File: src/rtl/flash_seq_pkg.sv
package flash_seq_pkg;

   // Device command bytes
   localparam logic [7:0] FC_ERASE_ARM = 8'h20;
   localparam logic [7:0] FC_ERASE_GO  = 8'hD0;
   localparam logic [7:0] FC_PROG_ARM  = 8'h40;
   localparam logic [7:0] FC_STAT_CLR  = 8'h50;
   localparam logic [7:0] FC_STAT_RD   = 8'h70;
   localparam logic [7:0] FC_READ_MODE = 8'hFF;
   localparam logic [7:0] ERASED_BYTE  = 8'hFF;

   // Status byte layout
   localparam int RDY_BIT = 7;
   localparam int ERR_HI  = 5;
   localparam int ERR_LO  = 3;

   typedef enum logic [3:0] {
      S_IDLE,
      S_ERA_ARM,
      S_ERA_GO,
      S_PRG_FETCH,
      S_PRG_ARM,
      S_PRG_WAIT,
      S_PRG_DATA,
      S_POLL_CMD,
      S_POLL_RD,
      S_POLL_SMP,
      S_FIN_CLR,
      S_FIN_RST,
      S_VER_FETCH,
      S_VER_RD,
      S_VER_SMP,
      S_DONE
   } seq_state_e;

   // One bus access per state
   typedef struct packed {
      logic       we;
      logic       re;
      logic       at_base;
      logic       use_byte;
      logic [7:0] wdata;
   } bus_op_t;

endpackage

File: src/rtl/flash_bank_seq_poll.sv
module flash_bank_seq_poll #(
   parameter int unsigned LIMIT = 1000000
) (
   input  logic clk,
   input  logic rst_n,
   input  logic clr,
   input  logic miss,
   output logic last
);
   localparam int unsigned CW = $clog2(LIMIT + 1);

   generate
      if (LIMIT < 1) begin : g_bad_limit
         $error("flash_bank_seq_poll: LIMIT must be at least 1");
      end
   endgenerate

   logic [CW-1:0] miss_cnt;

   always_ff @(posedge clk or negedge rst_n) begin
      if (!rst_n)
         miss_cnt <= '0;
      else if (clr)
         miss_cnt <= '0;
      else if (miss)
         miss_cnt <= miss_cnt + 1'b1;
   end

   assign last = (miss_cnt == CW'(LIMIT - 1));

endmodule

File: src/rtl/flash_bank_seq_wait.sv
module flash_bank_seq_wait #(
   parameter int unsigned CYCLES = 125
) (
   input  logic clk,
   input  logic rst_n,
   input  logic load,
   output logic expired
);
   generate
      if (CYCLES == 0) begin : g_none
         logic unused_wait;
         assign unused_wait = ^{clk, rst_n, load};
         assign expired     = 1'b1;
      end else begin : g_cnt
         localparam int unsigned WW = $clog2(CYCLES + 1);
         logic [WW-1:0] left;

         always_ff @(posedge clk or negedge rst_n) begin
            if (!rst_n)
               left <= '0;
            else if (load)
               left <= WW'(CYCLES);
            else if (left != '0)
               left <= left - 1'b1;
         end

         // Waiting state lasts CYCLES cycles: left runs CYCLES..1
         assign expired = (left <= WW'(1));
      end
   endgenerate

endmodule

File: src/rtl/flash_bank_seq.sv
module flash_bank_seq
   import flash_seq_pkg::*;
#(
   parameter int unsigned ADDR_W     = 13,
   parameter int unsigned POLL_LIMIT = 1000000,
   parameter int unsigned SETUP_WAIT = 125
) (
   input  logic              clk,
   input  logic              rst_n,
   input  logic              start,
   input  logic              op,
   output logic              busy,
   output logic              done,
   output logic              timeout,
   output logic              verify_fail,
   output logic [2:0]        err_status,
   output logic [ADDR_W-1:0] src_addr,
   input  logic              src_valid,
   input  logic [7:0]        src_data,
   output logic              src_ready,
   output logic [ADDR_W-1:0] fl_addr,
   output logic [7:0]        fl_wdata,
   input  logic [7:0]        fl_rdata,
   output logic              fl_we,
   output logic              fl_re
);
   localparam logic [ADDR_W-1:0] LAST_IDX = '1;

   generate
      if (ADDR_W < 1 || ADDR_W > 24) begin : g_bad_addr
         $error("flash_bank_seq: ADDR_W out of range 1..24");
      end
   endgenerate

   seq_state_e        state;
   logic              is_prog;
   logic [ADDR_W-1:0] idx;
   logic [7:0]        byte_q;
   logic              tmo_q;
   logic              vfail_q;
   logic [2:0]        err_q;

   logic    poll_clr, poll_miss, poll_last;
   logic    wait_load, wait_done;
   logic    stat_ready;
   logic    take_src;
   logic    last_byte;
   logic [7:0] expect_byte;
   bus_op_t bus;

   flash_bank_seq_poll #(.LIMIT(POLL_LIMIT)) u_poll (
      .clk   (clk),
      .rst_n (rst_n),
      .clr   (poll_clr),
      .miss  (poll_miss),
      .last  (poll_last)
   );

   flash_bank_seq_wait #(.CYCLES(SETUP_WAIT)) u_wait (
      .clk     (clk),
      .rst_n   (rst_n),
      .load    (wait_load),
      .expired (wait_done)
   );

   assign stat_ready  = fl_rdata[RDY_BIT];
   assign last_byte   = (idx == LAST_IDX);
   assign take_src    = src_ready && src_valid;
   assign expect_byte = is_prog ? byte_q : ERASED_BYTE;
   assign poll_clr    = (state == S_ERA_GO) || (state == S_PRG_DATA);
   assign poll_miss   = (state == S_POLL_SMP) && !stat_ready;
   assign wait_load   = (state == S_PRG_ARM);

   // Sequencer
   always_ff @(posedge clk or negedge rst_n) begin
      if (!rst_n) begin
         state   <= S_IDLE;
         is_prog <= 1'b0;
         idx     <= '0;
         byte_q  <= '0;
         tmo_q   <= 1'b0;
         vfail_q <= 1'b0;
         err_q   <= '0;
      end else begin
         unique case (state)
            S_IDLE: begin
               if (start) begin
                  is_prog <= op;
                  idx     <= '0;
                  tmo_q   <= 1'b0;
                  vfail_q <= 1'b0;
                  err_q   <= '0;
                  state   <= op ? S_PRG_FETCH : S_ERA_ARM;
               end
            end
            S_ERA_ARM: state <= S_ERA_GO;
            S_ERA_GO:  state <= S_POLL_CMD;
            S_PRG_FETCH: begin
               if (take_src) begin
                  byte_q <= src_data;
                  state  <= S_PRG_ARM;
               end
            end
            S_PRG_ARM:  state <= (SETUP_WAIT == 0) ? S_PRG_DATA : S_PRG_WAIT;
            S_PRG_WAIT: if (wait_done) state <= S_PRG_DATA;
            S_PRG_DATA: state <= S_POLL_CMD;
            S_POLL_CMD: state <= S_POLL_RD;
            S_POLL_RD:  state <= S_POLL_SMP;
            S_POLL_SMP: begin
               if (stat_ready) begin
                  err_q <= err_q | fl_rdata[ERR_HI:ERR_LO];
                  if (is_prog && !last_byte) begin
                     idx   <= idx + 1'b1;
                     state <= S_PRG_FETCH;
                  end else begin
                     idx   <= '0;
                     state <= S_FIN_CLR;
                  end
               end else if (poll_last) begin
                  tmo_q <= 1'b1;
                  idx   <= '0;
                  state <= S_FIN_CLR;
               end else begin
                  state <= S_POLL_CMD;
               end
            end
            S_FIN_CLR: state <= S_FIN_RST;
            S_FIN_RST: state <= is_prog ? S_VER_FETCH : S_VER_RD;
            S_VER_FETCH: begin
               if (take_src) begin
                  byte_q <= src_data;
                  state  <= S_VER_RD;
               end
            end
            S_VER_RD: state <= S_VER_SMP;
            S_VER_SMP: begin
               if (fl_rdata != expect_byte)
                  vfail_q <= 1'b1;
               if (last_byte) begin
                  state <= S_DONE;
               end else begin
                  idx   <= idx + 1'b1;
                  state <= is_prog ? S_VER_FETCH : S_VER_RD;
               end
            end
            S_DONE:  state <= S_IDLE;
            default: state <= S_IDLE;
         endcase
      end
   end

   // Bus access decode: one access per state
   always_comb begin
      bus = '0;
      unique case (state)
         S_ERA_ARM:  bus = '{we: 1'b1, re: 1'b0, at_base: 1'b1, use_byte: 1'b0, wdata: FC_ERASE_ARM};
         S_ERA_GO:   bus = '{we: 1'b1, re: 1'b0, at_base: 1'b1, use_byte: 1'b0, wdata: FC_ERASE_GO};
         S_PRG_ARM:  bus = '{we: 1'b1, re: 1'b0, at_base: 1'b0, use_byte: 1'b0, wdata: FC_PROG_ARM};
         S_PRG_DATA: bus = '{we: 1'b1, re: 1'b0, at_base: 1'b0, use_byte: 1'b1, wdata: 8'h00};
         S_POLL_CMD: bus = '{we: 1'b1, re: 1'b0, at_base: 1'b1, use_byte: 1'b0, wdata: FC_STAT_RD};
         S_POLL_RD:  bus = '{we: 1'b0, re: 1'b1, at_base: 1'b1, use_byte: 1'b0, wdata: 8'h00};
         S_FIN_CLR:  bus = '{we: 1'b1, re: 1'b0, at_base: 1'b1, use_byte: 1'b0, wdata: FC_STAT_CLR};
         S_FIN_RST:  bus = '{we: 1'b1, re: 1'b0, at_base: 1'b1, use_byte: 1'b0, wdata: FC_READ_MODE};
         S_VER_RD:   bus = '{we: 1'b0, re: 1'b1, at_base: 1'b0, use_byte: 1'b0, wdata: 8'h00};
         default:    bus = '0;
      endcase
   end

   assign fl_we       = bus.we;
   assign fl_re       = bus.re;
   assign fl_addr     = bus.at_base ? '0 : idx;
   assign fl_wdata    = bus.use_byte ? byte_q : bus.wdata;

   assign src_ready   = (state == S_PRG_FETCH) || (state == S_VER_FETCH);
   assign src_addr    = idx;

   assign busy        = (state != S_IDLE) && (state != S_DONE);
   assign done        = (state == S_DONE);
   assign timeout     = tmo_q;
   assign verify_fail = vfail_q;
   assign err_status  = err_q;

endmodule

File: config.mk
export PLATFORM = sky130hd
export DESIGN_NAME = flash_bank_seq
export DESIGN_NICKNAME = d
export VERILOG_FILES = /design/src/rtl/flash_seq_pkg.sv /design/src/rtl/flash_bank_seq_poll.sv /design/src/rtl/flash_bank_seq_wait.sv /design/src/rtl/flash_bank_seq.sv
export SDC_FILE = /design/constraint.sdc
export NUM_CORES = 1
export LEC_CHECK = 0
export CAP_MARGIN = 20
export CORE_AREA = 4 4 86 88
export DETAILED_ROUTE_END_ITERATION = 7
export DIE_AREA = 0 0 90 92
export GPL_ROUTABILITY_DRIVEN = 0
export MAX_ROUTING_LAYER = met4
export PLACE_DENSITY = 0.83
export SLEW_MARGIN = 20
export SYNTH_ARGS = -nofsm -noshare
export SYNTH_HDL_FRONTEND = slang
export SYNTH_SLANG_ARGS = --single-unit
File: constraint.sdc
create_clock -name clk -period 3.49 [get_ports clk]
set_input_delay 0.698 -clock clk [delete_from_list [all_inputs] [get_ports clk]]
set_output_delay 0.698 -clock clk [all_outputs]
set_load 0.03 [all_outputs]
==> results.py <==
metrics = {
    "sta": {
        "rsz0062_at_grt": "false",
        "finalCriticalPeriod_ns": 3.202,
        "fin_ws_ns": 0.2885,
        "fin_tns_setup_ns": 0,
        "slew-limit-headroom_pct": 44.40,
        "tightest_slew_ns": 0.8340,
        "drv_slew": 0,
        "clock.fmax_mhz": 312.4,
        "setup_viol": 0,
        "fin_skew_ns": 0.01098,
        "hold_viol": 0,
        "finalCritPeriodShare_pct": 91.73,
    },
    "cells_and_area": {
        "final_cell_mix": "61 x clkdlybuf4s50_1, 58 x dfrtp_1, 38 x nor2_1, 34 x nand2_1, 17 x nand3_1",
        "nets": 498,
        "fin_util_pct": 69.10,
        "area_delta_synth_final_pct": 25.61,
        "drive_gt1_share_pct": 11.39,
        "antenna_cells": 0,
        "final_cell_area_sq_um": 4591,
        "layout_commonest_cell": "clkdlybuf4s50_1",
    },
    "worst_setup_path": {
        "crit_start": "state[0]",
        "crit_required_ns": 2.79,
        "worst-path-max-fanout": 17,
        "r2r_slack_ns": 0.94,
        "cp_data_arrival_time_ns": 2.50,
        "crit_type": "flop to output pin",
        "crit-reg2reg-launch": "state[0]",
        "startpoint_type": "flop",
        "critPathCaptureType": "output pin",
    },
    "logic_synthesis": {
        "yosys_warnings": 0,
        "postSynthCellCount": 404,
        "synth-edff-count": 0,
        "avgSynthCellArea_sq_um": 9.046,
        "synth_ff_type": "dfrtp_1",
        "yosysUniqueCellTypes": 67,
        "synth_seq_area_share_pct": 39.71,
        "synth_nets": 433,
        "syn_area_sq_um": 3655,
        "synth-seq-cells": 58,
        "async_reset_ff_share_pct": 100.0,
    },
    "pwr": {
        "clkPwrFrac_pct": 18.5,
        "p_leak_nw": 1.990,
        "p_sw_share_pct": 43.78,
        "p_sw_mw": 1.580,
        "p_per_area_nw_per_um2": 785.8,
        "power.internal_mw": 2.028,
        "ir_drop_mv": 0.4452,
        "pwr-share-seq_pct": 30.2,
        "combPwrFrac_pct": 51.3,
    },
    "drt": {
        "dr_total_vias": 3389,
        "drc": 0,
        "drt_pre_antenna_iters": 5,
        "drt_wl_total_um": 9311,
        "drtAntennaViolNets": 0,
        "wire_per_inst_um": 16.81,
        "initialDrtViolationCount": 191,
        "drt-vias-per-instance": 6.117,
    },
    "clocking": {
        "cts_setup_buffers": 0,
        "cts_resized": 0,
        "clock_latency_ns": 0.33,
        "clock-sinks": 58,
        "cts_tree": "done",
        "clk_pin_slew_ns": 0.06,
        "clockRootBuffer": "clkbuf_8",
        "htreeDepth": 3,
        "cts_hold_buffers": 0,
        "cts_buffer_depth": 2,
        "cts_buffers": 9,
    },
    "floorplan": {
        "core_sq_um": 6644,
        "die_x_um": 90,
        "ios": 65,
        "die_h_um": 92,
        "start_util_pct": 55.01,
        "rows": 30,
        "die-area_sq_um": 8280,
    },
    "global_route": {
        "grt_util_met3_pct": 6.727,
        "met1_usage_pct": 28.40,
        "grtUsageMet2_pct": 39.39,
        "overflow": 0,
        "top_usage_layer": "met2",
        "grt_max_degree": 27,
        "grt_pass1_vias": 3390,
        "grt_pass1_wl_um": 15680,
        "antenna_found_initial": 0,
        "grt_usage_pct": 24.04,
    },
    "placed_design": {
        "dpl_worst_slack_ns": 0.6558,
        "io_buffers": 64,
        "hpwl_um": 6791,
        "place_area_sq_um": 4374,
    },
    "flow_run": {
        "maxCapViolations": 0,
    },
    "min_path": {
        "hold_path_class": "input port to async pin",
    },
    "run_status": {
        "status": "completed",
    },
}
[cell usage after synthesis (all sizes together) (2+ instances only)]
| cell | n | area (sq um) |
|---|---|---|
| o211ai | 2 | 15.01 |
| nand4b | 2 | 17.52 |
| nand2 | 34 | 127.6 |
| and3 | 8 | 50.05 |
| dfrtp | 58 | 1451 |
| o22ai | 7 | 43.79 |
| o21ai | 18 | 93.84 |
| inv | 16 | 60.06 |
| nor3 | 9 | 45.04 |
| a31oi | 7 | 43.79 |
| nor4 | 7 | 80.07 |
| a211oi | 4 | 35.03 |
| o41ai | 4 | 35.03 |
| nand4 | 6 | 43.79 |
| and2 | 16 | 100.1 |
| nand2b | 4 | 25.02 |
| mux2i | 3 | 30.03 |
| nor2 | 38 | 142.6 |
| a211o | 4 | 35.03 |
| or4b | 2 | 23.77 |
| or4 | 3 | 30.03 |
| and3b | 2 | 17.52 |
| nand3 | 17 | 85.08 |
| clkbuf | 16 | 60.06 |
| xor2 | 11 | 96.34 |
| or2 | 4 | 25.03 |
| nor3b | 2 | 15.01 |
| o21a | 3 | 22.52 |
| or3 | 2 | 12.51 |
| ha | 8 | 100.1 |
| buf | 4 | 26.27 |
| a21o | 11 | 82.58 |
| o31ai | 10 | 80.07 |
| xnor2 | 10 | 87.58 |
| nand4bb | 2 | 22.52 |
| nor2b | 5 | 31.28 |
| mux2 | 9 | 101.4 |
| a21oi | 17 | 88.84 |
| nand3b | 3 | 22.52 |
[path summary, 6_finish.rpt]
check,end,depth (start not counted)
max,fl_wdata[7],6
min,u_poll.miss_cnt[6],1
min in group clk,err_status[2],2
max reg2reg,src_addr[7],6
max in group asynchronous,u_poll.miss_cnt[0],2
min reg2reg,err_status[2],2
[layout make-up]
cell class | instances | area (sq um)
inverters | 16 | 60.06
multi-input cells | 310 | 2057
repair buffers | 74 | 705.7
clock inverters | 1 | 30.03
fillers | 534 | 2053
well taps | 80 | 100.1
clock buffers | 15 | 186.4
flip-flops and latches | 58 | 1451
[power groups by stage]
stage	clock [mW]	sequential [mW]	combinational (mW)
3_5_place_dp	0	1.09	1.84
6_report	0.667	1.09	1.85
3_3_place_gp	0	1.08	1.80
4_1_cts	0.675	1.08	1.85
2_1_floorplan	0	1.08	1.20
5_1_grt	0.716	1.12	2.01
[sequential cells by signal, summed over array words and instances (netlist names)]
signal,flops
byte_q,8
err_status,3
is_prog,1
src_addr,13
state,4
timeout,1
u_poll.miss_cnt,20
u_wait.g_cnt.left,7
verify_fail,1
[layer usage]
layer	wire, um	share of wire (%)	vias to the layer above
li1	-	-	1597
met4	210	2.3	0
met2	4617	50	128
met5	0	0	-
met3	521	5.6	27
met1	3961	43	1637
[logic make-up (layout without fill, tap and decap cells)]
kind of cell,after synthesis,count (layout),synth area share [%]
adder cells (fa/ha/maj),8,8,2.739
AO/OA/AOI/OAI,99,99,18.76
multiplexers,12,12,3.595
flip-flops,58,58,39.71
AND/OR/NAND/NOR,170,170,26.16
XOR/XNOR,21,21,5.032
buffers and inverters,36,106,4.005
[through the flow]
stage / power, mW / hold slack [ns] / instances
2_1_floorplan: 2.286 / 0.4024 / 404
4_1_cts: 3.607 / 0.3148 / 554
5_1_grt: 3.845 / 0.3199 / 554
6_report: 3.607 / 0.3070 / 554
3_3_place_gp: 2.871 / 0.4945 / 538
3_5_place_dp: 2.930 / 0.4897 / 538
[critical path, stage by stage (launching register included)]
cell and delay, ns:
dfrtp_1 0.40, inv_1 0.11, ha_1 0.49, nand2b_1 0.23, a21oi_1 0.17, a21o_1 0.10, clkdlybuf4s50_1 0.66
No activity file was read; power rests on OpenSTA's default activity.
